<file path="src/rtl/cct_pkg.sv">
package cct_pkg;
  localparam int unsigned CCT_ADDR_W = 2;

  typedef enum logic [CCT_ADDR_W-1:0] {
    SEL_COUNT   = 2'd0,
    SEL_COMPARE = 2'd1,
    SEL_RSVD2   = 2'd2,
    SEL_RSVD3   = 2'd3
  } cct_sel_e;
endpackage

</file>
<file path="src/rtl/cct_rst_sync.sv">
module cct_rst_sync #(
  parameter int unsigned STAGES = 2
) (
  input  logic clk,
  input  logic rst_n,
  output logic rst_n_sync
);
  logic [STAGES-1:0] stage_q;

  for (genvar i = 0; i < STAGES; i++) begin : g_stage
    logic stage_d;
    if (i == 0) begin : g_first
      assign stage_d = 1'b1;
    end else begin : g_next
      assign stage_d = stage_q[i-1];
    end
    always_ff @(posedge clk or negedge rst_n) begin
      if (!rst_n) stage_q[i] <= 1'b0;
      else        stage_q[i] <= stage_d;
    end
  end

  assign rst_n_sync = stage_q[STAGES-1];
endmodule

</file>
<file path="src/rtl/cct_gate.sv">
module cct_gate #(
  parameter int unsigned CFG_W    = 32,
  parameter int unsigned STOP_BIT = 3
) (
  input  logic [CFG_W-1:0] cfg_word,
  input  logic             pwr_sleep,
  input  logic             pwr_coma,
  output logic             run
);
  // Sleep keeps the timer alive; only the stop bit and coma halt it.
  logic unused_gate_inputs;
  assign unused_gate_inputs = ^{cfg_word, pwr_sleep};

  assign run = !cfg_word[STOP_BIT] && !pwr_coma;
endmodule

</file>
<file path="src/rtl/cct_count.sv">
module cct_count #(
  parameter int unsigned W = 32
) (
  input  logic         clk,
  input  logic         rst_n,
  input  logic         run,
  input  logic         match,
  input  logic         wr,
  input  logic [W-1:0] wdata,
  output logic [W-1:0] cnt_q
);
  logic [W-1:0] cnt_d;
  logic         cnt_en;

  // Software write first, then match reload, then increment.
  always_comb begin
    cnt_d = cnt_q;
    if (wr)              cnt_d = wdata;
    else if (run && match) cnt_d = '0;
    else if (run)          cnt_d = cnt_q + W'(1);
  end

  assign cnt_en = wr | run;

  always_ff @(posedge clk or negedge rst_n) begin
    if (!rst_n)      cnt_q <= '0;
    else if (cnt_en) cnt_q <= cnt_d;
  end
endmodule

</file>
<file path="src/rtl/cct_compare.sv">
module cct_compare #(
  parameter int unsigned W = 32
) (
  input  logic         clk,
  input  logic         rst_n,
  input  logic         wr,
  input  logic [W-1:0] wdata,
  input  logic [W-1:0] cnt,
  output logic [W-1:0] cmp_q,
  output logic         match
);
  logic [W-1:0] cmp_d;

  always_comb begin
    cmp_d = cmp_q;
    if (wr) cmp_d = wdata;
  end

  always_ff @(posedge clk or negedge rst_n) begin
    if (!rst_n)  cmp_q <= '1;
    else if (wr) cmp_q <= cmp_d;
  end

  assign match = (cnt == cmp_q);
endmodule

</file>
<file path="src/rtl/cct_irq.sv">
module cct_irq (
  input  logic clk,
  input  logic rst_n,
  input  logic set,
  input  logic clr,
  output logic irq_q
);
  logic irq_d;
  logic irq_en;

  // A match in the acknowledge cycle wins so no tick is lost.
  always_comb begin
    irq_d = irq_q;
    if (set)      irq_d = 1'b1;
    else if (clr) irq_d = 1'b0;
  end

  assign irq_en = set | clr;

  always_ff @(posedge clk or negedge rst_n) begin
    if (!rst_n)      irq_q <= 1'b0;
    else if (irq_en) irq_q <= irq_d;
  end
endmodule

</file>
<file path="src/rtl/cct_top.sv">
module cct_top
  import cct_pkg::*;
#(
  parameter int unsigned DATA_W      = 32,
  parameter int unsigned CFG_W       = 32,
  parameter int unsigned STOP_BIT    = 3,
  parameter int unsigned SYNC_STAGES = 2
) (
  input  logic                  clk,
  input  logic                  rst_n,
  input  logic                  reg_we,
  input  logic [CCT_ADDR_W-1:0] reg_addr,
  input  logic [DATA_W-1:0]     reg_wdata,
  output logic [DATA_W-1:0]     reg_rdata,
  input  logic [CFG_W-1:0]      cfg_word,
  input  logic                  pwr_sleep,
  input  logic                  pwr_coma,
  output logic                  tc_irq
);
  logic              rst_n_sync;
  logic              run;
  logic              match;
  logic              cnt_wr;
  logic              cmp_wr;
  logic [DATA_W-1:0] cnt_q;
  logic [DATA_W-1:0] cmp_q;
  cct_sel_e          sel;

  assign sel    = cct_sel_e'(reg_addr);
  assign cnt_wr = reg_we && (sel == SEL_COUNT);
  assign cmp_wr = reg_we && (sel == SEL_COMPARE);

  cct_rst_sync #(.STAGES(SYNC_STAGES)) u_rst (
    .clk        (clk),
    .rst_n      (rst_n),
    .rst_n_sync (rst_n_sync)
  );

  cct_gate #(.CFG_W(CFG_W), .STOP_BIT(STOP_BIT)) u_gate (
    .cfg_word  (cfg_word),
    .pwr_sleep (pwr_sleep),
    .pwr_coma  (pwr_coma),
    .run       (run)
  );

  cct_count #(.W(DATA_W)) u_count (
    .clk   (clk),
    .rst_n (rst_n_sync),
    .run   (run),
    .match (match),
    .wr    (cnt_wr),
    .wdata (reg_wdata),
    .cnt_q (cnt_q)
  );

  cct_compare #(.W(DATA_W)) u_cmp (
    .clk   (clk),
    .rst_n (rst_n_sync),
    .wr    (cmp_wr),
    .wdata (reg_wdata),
    .cnt   (cnt_q),
    .cmp_q (cmp_q),
    .match (match)
  );

  cct_irq u_irq (
    .clk   (clk),
    .rst_n (rst_n_sync),
    .set   (run & match),
    .clr   (cmp_wr),
    .irq_q (tc_irq)
  );

  always_comb begin
    unique case (sel)
      SEL_COUNT:   reg_rdata = cnt_q;
      SEL_COMPARE: reg_rdata = cmp_q;
      default:     reg_rdata = '0;
    endcase
  end
endmodule

</file>
<file path="config.mk">
export PLATFORM = sky130hd
export DESIGN_NAME = cct_top
export DESIGN_NICKNAME = d
export VERILOG_FILES = /design/src/rtl/cct_pkg.sv /design/src/rtl/cct_rst_sync.sv /design/src/rtl/cct_gate.sv /design/src/rtl/cct_count.sv /design/src/rtl/cct_compare.sv /design/src/rtl/cct_irq.sv /design/src/rtl/cct_top.sv
export SDC_FILE = /design/constraint.sdc
export NUM_CORES = 1
export LEC_CHECK = 0
export ABC_AREA = 1
export CAP_MARGIN = 25
export CORE_MARGIN = 2
export CORE_UTILIZATION = 56
export CTS_CLUSTER_SIZE = 20
export DETAILED_ROUTE_END_ITERATION = 8
export PLACE_DENSITY = 0.87
export SETUP_SLACK_MARGIN = 0.1
export SYNTH_ARGS = -nofsm -noshare
export SYNTH_HDL_FRONTEND = slang
export SYNTH_SLANG_ARGS = --single-unit
</file>
<file path="constraint.sdc">
create_clock -name clk -period 4.75 [get_ports clk]
set_input_delay 1.1875 -clock clk [delete_from_list [all_inputs] [get_ports clk]]
set_output_delay 1.1875 -clock clk [all_outputs]
set_load 0.05 [all_outputs]
</file>
==> metrics.md <==
| Metric | Value |
|---|---|
| Most frequent cells in the layout | nand2_1 (244), inv_1 (128), nor2_1 (75) |
| Unique cell type count in the Yosys netlist | 25 |
| Port bufs | 71 |
| Setup WS post-layout | 0.566 ns |
| Layout cells sized above 1 | 10.9% |
| Synthesized flop and latch total | 67 |
| Die height | 96.9 um |
| NetSw | 861 uW |
| # H-tree levels | 3 |
| CP endpoint kind | output port |
| Number of maximum-capacitance violations | 0 |
| Sequential share of power | 39.1% |
| Logic pwr share | 35.4% |
| Initial core utilization | 58.2% |
| TNS Setup | 0 ns |
| Crit path kind | input pin to output port |
| Tcrit/Tclk final | 88.1% |
| Post-DP HPWL | 10,000 um |
| Syn nets | 829 |
| Outcome | completed |
| Synth Instances | 757 |
| Post-synth EDFFs | 0 |
| Total track usage | 30.0% |
| Worst-case clock buffer depth | 2 |
| Number of CTS-inserted buffers | 9 |
| Vias in the first global route | 4,975 |
| Pwr dens | 371 nW/um^2 |
| TritonCTS clock tree | done |
| Placer Congestion | 1.02 |
| Leak Pwr | 0.00271 uW |
| Max FO, Critical Path | 17 |
| Fin nets | 893 |
| Post-DRT Antenna Nets | 0 |
| Via count | 5,066 |
| Register-to-register setup slack | 2.63 ns |
| Reg clk slew, reported paths | 0.09 ns |
| Grt ovf | 0 |
| Asr flop ratio synth | 100% |
| Min-delay worst type | flip-flop to flip-flop |
| Largest net degree at the start of global routing | 66 |
| First-pass GRT wire length | 23,400 um |
| Clock Skews | 0.0147 ns |
| Iteration count of the initial detailed-routing pass | 5 |
| R2R cell count | 9 |
| Post-cts sizing count | 0 |
| Ys Warns | 0 |
| Vias per cell | 5.44 |
| Required time worst endpoint | 3.56 ns |
| Clk sinks | 67 |
| Clock power share | 25.5% |
| Hold Fails Final Rpt | 0 |
| Setup bufs post-CTS | 0 |
| Hold-fix buffers, CTS | 0 |
| Area Overhead vs Synth | 19.4% |
| Max Fclk | 0.239 GHz |
| Final setup violation count | 0 |
| Tot Pwr | 2140 uW |
| Clk_lat worst skew | 0.35 ns |
| RSZ-0062 raised after global routing | false |
| Site row count | 33 |
| WL final | 13,900 um |
| WL per Instance | 14.9 um |
| Synthesized area | 4830 um^2 |
| Diode count | 0 |
| Dpl ws | 0.592 ns |
| Sequential share of the synthesized area | 35.6% |
| Hold depth | 0 |
| Syn avg cell area | 6.38 um^2 |
| Area of the core | 8300 um^2 |
| Die area | 9380 um^2 |
| Initial DRC count | 398 |
| Die W | 96.9 um |
| Peak supply drop | 206 uV |
| Critical Path Start Type | input pin |
| Initial antenna violation count | 0 |
| Main synth FF type | dfrtp_1 |
| Crit path arrival time | 3.00 ns |
| Slew HR | 43.6% |
| Clk root buf | clkbuf_8 |
| I/O pin cnt | 104 |
| Residual DRC | 0 |
| Most common cell after layout, fill and taps aside | nand2_1 |
| Slew @ Worst Pin | 0.846 ns |
| Switching part of the total | 40.3% |
| Crit path time final | 4.18 ns |
| Max Slew Vio Count | 0 |
| Internal | 1280 uW |
==> cell usage after synthesis (all sizes together) (11+ instances only) <==
cell / count / area, um^2
clkbuf: 15 / 58.8
nand2: 244 / 916
dfrtp: 35 / 876
inv: 133 / 499
nand3: 42 / 210
o22ai: 35 / 219
o21ai: 73 / 365
nor2: 79 / 312
xor2: 23 / 201
buf: 11 / 61.3
xnor2: 19 / 166
dfstp: 32 / 841
==> worst max-delay path, stage by stage <==
cell and delay, ns:
clkdlybuf4s50_1 0.43, nor2_1 0.14, inv_2 0.16, o21ai_0 0.23, clkdlybuf4s50_1 0.84
==> worst paths after layout <==
path	end	startpoint
max in group asynchronous	u_rst.g_stage[1].stage_d	rst_n
setup reg to reg	u_count.cnt_q[14]	u_count.cnt_q[1]
setup / recovery	reg_rdata[14]	reg_addr[1]
hold reg to reg	u_rst.rst_n_sync	u_rst.g_stage[1].stage_d
hold / removal	u_rst.rst_n_sync	u_rst.g_stage[1].stage_d
min in group asynchronous	u_count.cnt_q[0]	u_rst.rst_n_sync
==> final cells by class <==
class                           instances  area [um^2]
Sequential cell                        67         1720
Clock buffer                           10          128
Timing Repair Buffer                   79          708
Fill cell                             739         2530
Inverter                              133          499
Multi-Input combinational cell        531         2490
Clock inverter                          6         90.1
Tap cell                              105          131
==> cells by family (layout without fill, tap and decap cells) <==
family                     count (synthesis)  in the layout  synth area share [%]
and+or+nand+nor                          379            379                  31.6
buffers and inverters                    159            228                  12.8
AOI/OAI and AO/OA                        108            108                  12.1
DFF                                       67             67                  35.6
xor gates and xnor gates                  42             42                  7.62
adders and majority gates                  1              1                 0.259
other                                      1              1                0.0777
==> power by group through the flow <==
stage	Sequential, uW	Clock (uW)	Combinational, uW
after detailed placement	837	0	742
after global routing	850	566	845
after floorplan	800	0	557
after global placement	834	0	721
after CTS	831	544	752
final	836	544	757
==> per-layer routing <==
| metal | routed length [um] | vias to the layer above | track usage (%) |
|---|---|---|---|
| li1 | - | 2470 | - |
| met5 | 0 | - | 0 |
| met1 | 6150 | 2368 | 40.7 |
| met2 | 6680 | 209 | 50.2 |
| met3 | 872 | 19 | 4.05 |
| met4 | 191 | 0 | 8.56 |
==> flip-flops by register name, indices dropped and copies added (netlist names) <==
register	flops
u_cmp.cmp_q	32
u_count.cnt_q	32
u_irq.irq_q	1
u_rst.g_stage.stage_d	1
u_rst.rst_n_sync	1
==> metrics by stage <==
stage / utilization (%) / cell area (um^2) / hold WS [ns] / cells
after floorplan: - / 4830 / 0.331 / 757
after global placement: 66.9 / 5550 / 0.338 / 915
after detailed placement: 66.9 / 5550 / 0.343 / 915
after CTS: 69.5 / 5770 / 0.350 / 931
after global routing: 69.5 / 5770 / 0.353 / 931
final: 69.5 / 5770 / 0.344 / 931
Note: power is estimated with default switching activity, not from simulation.
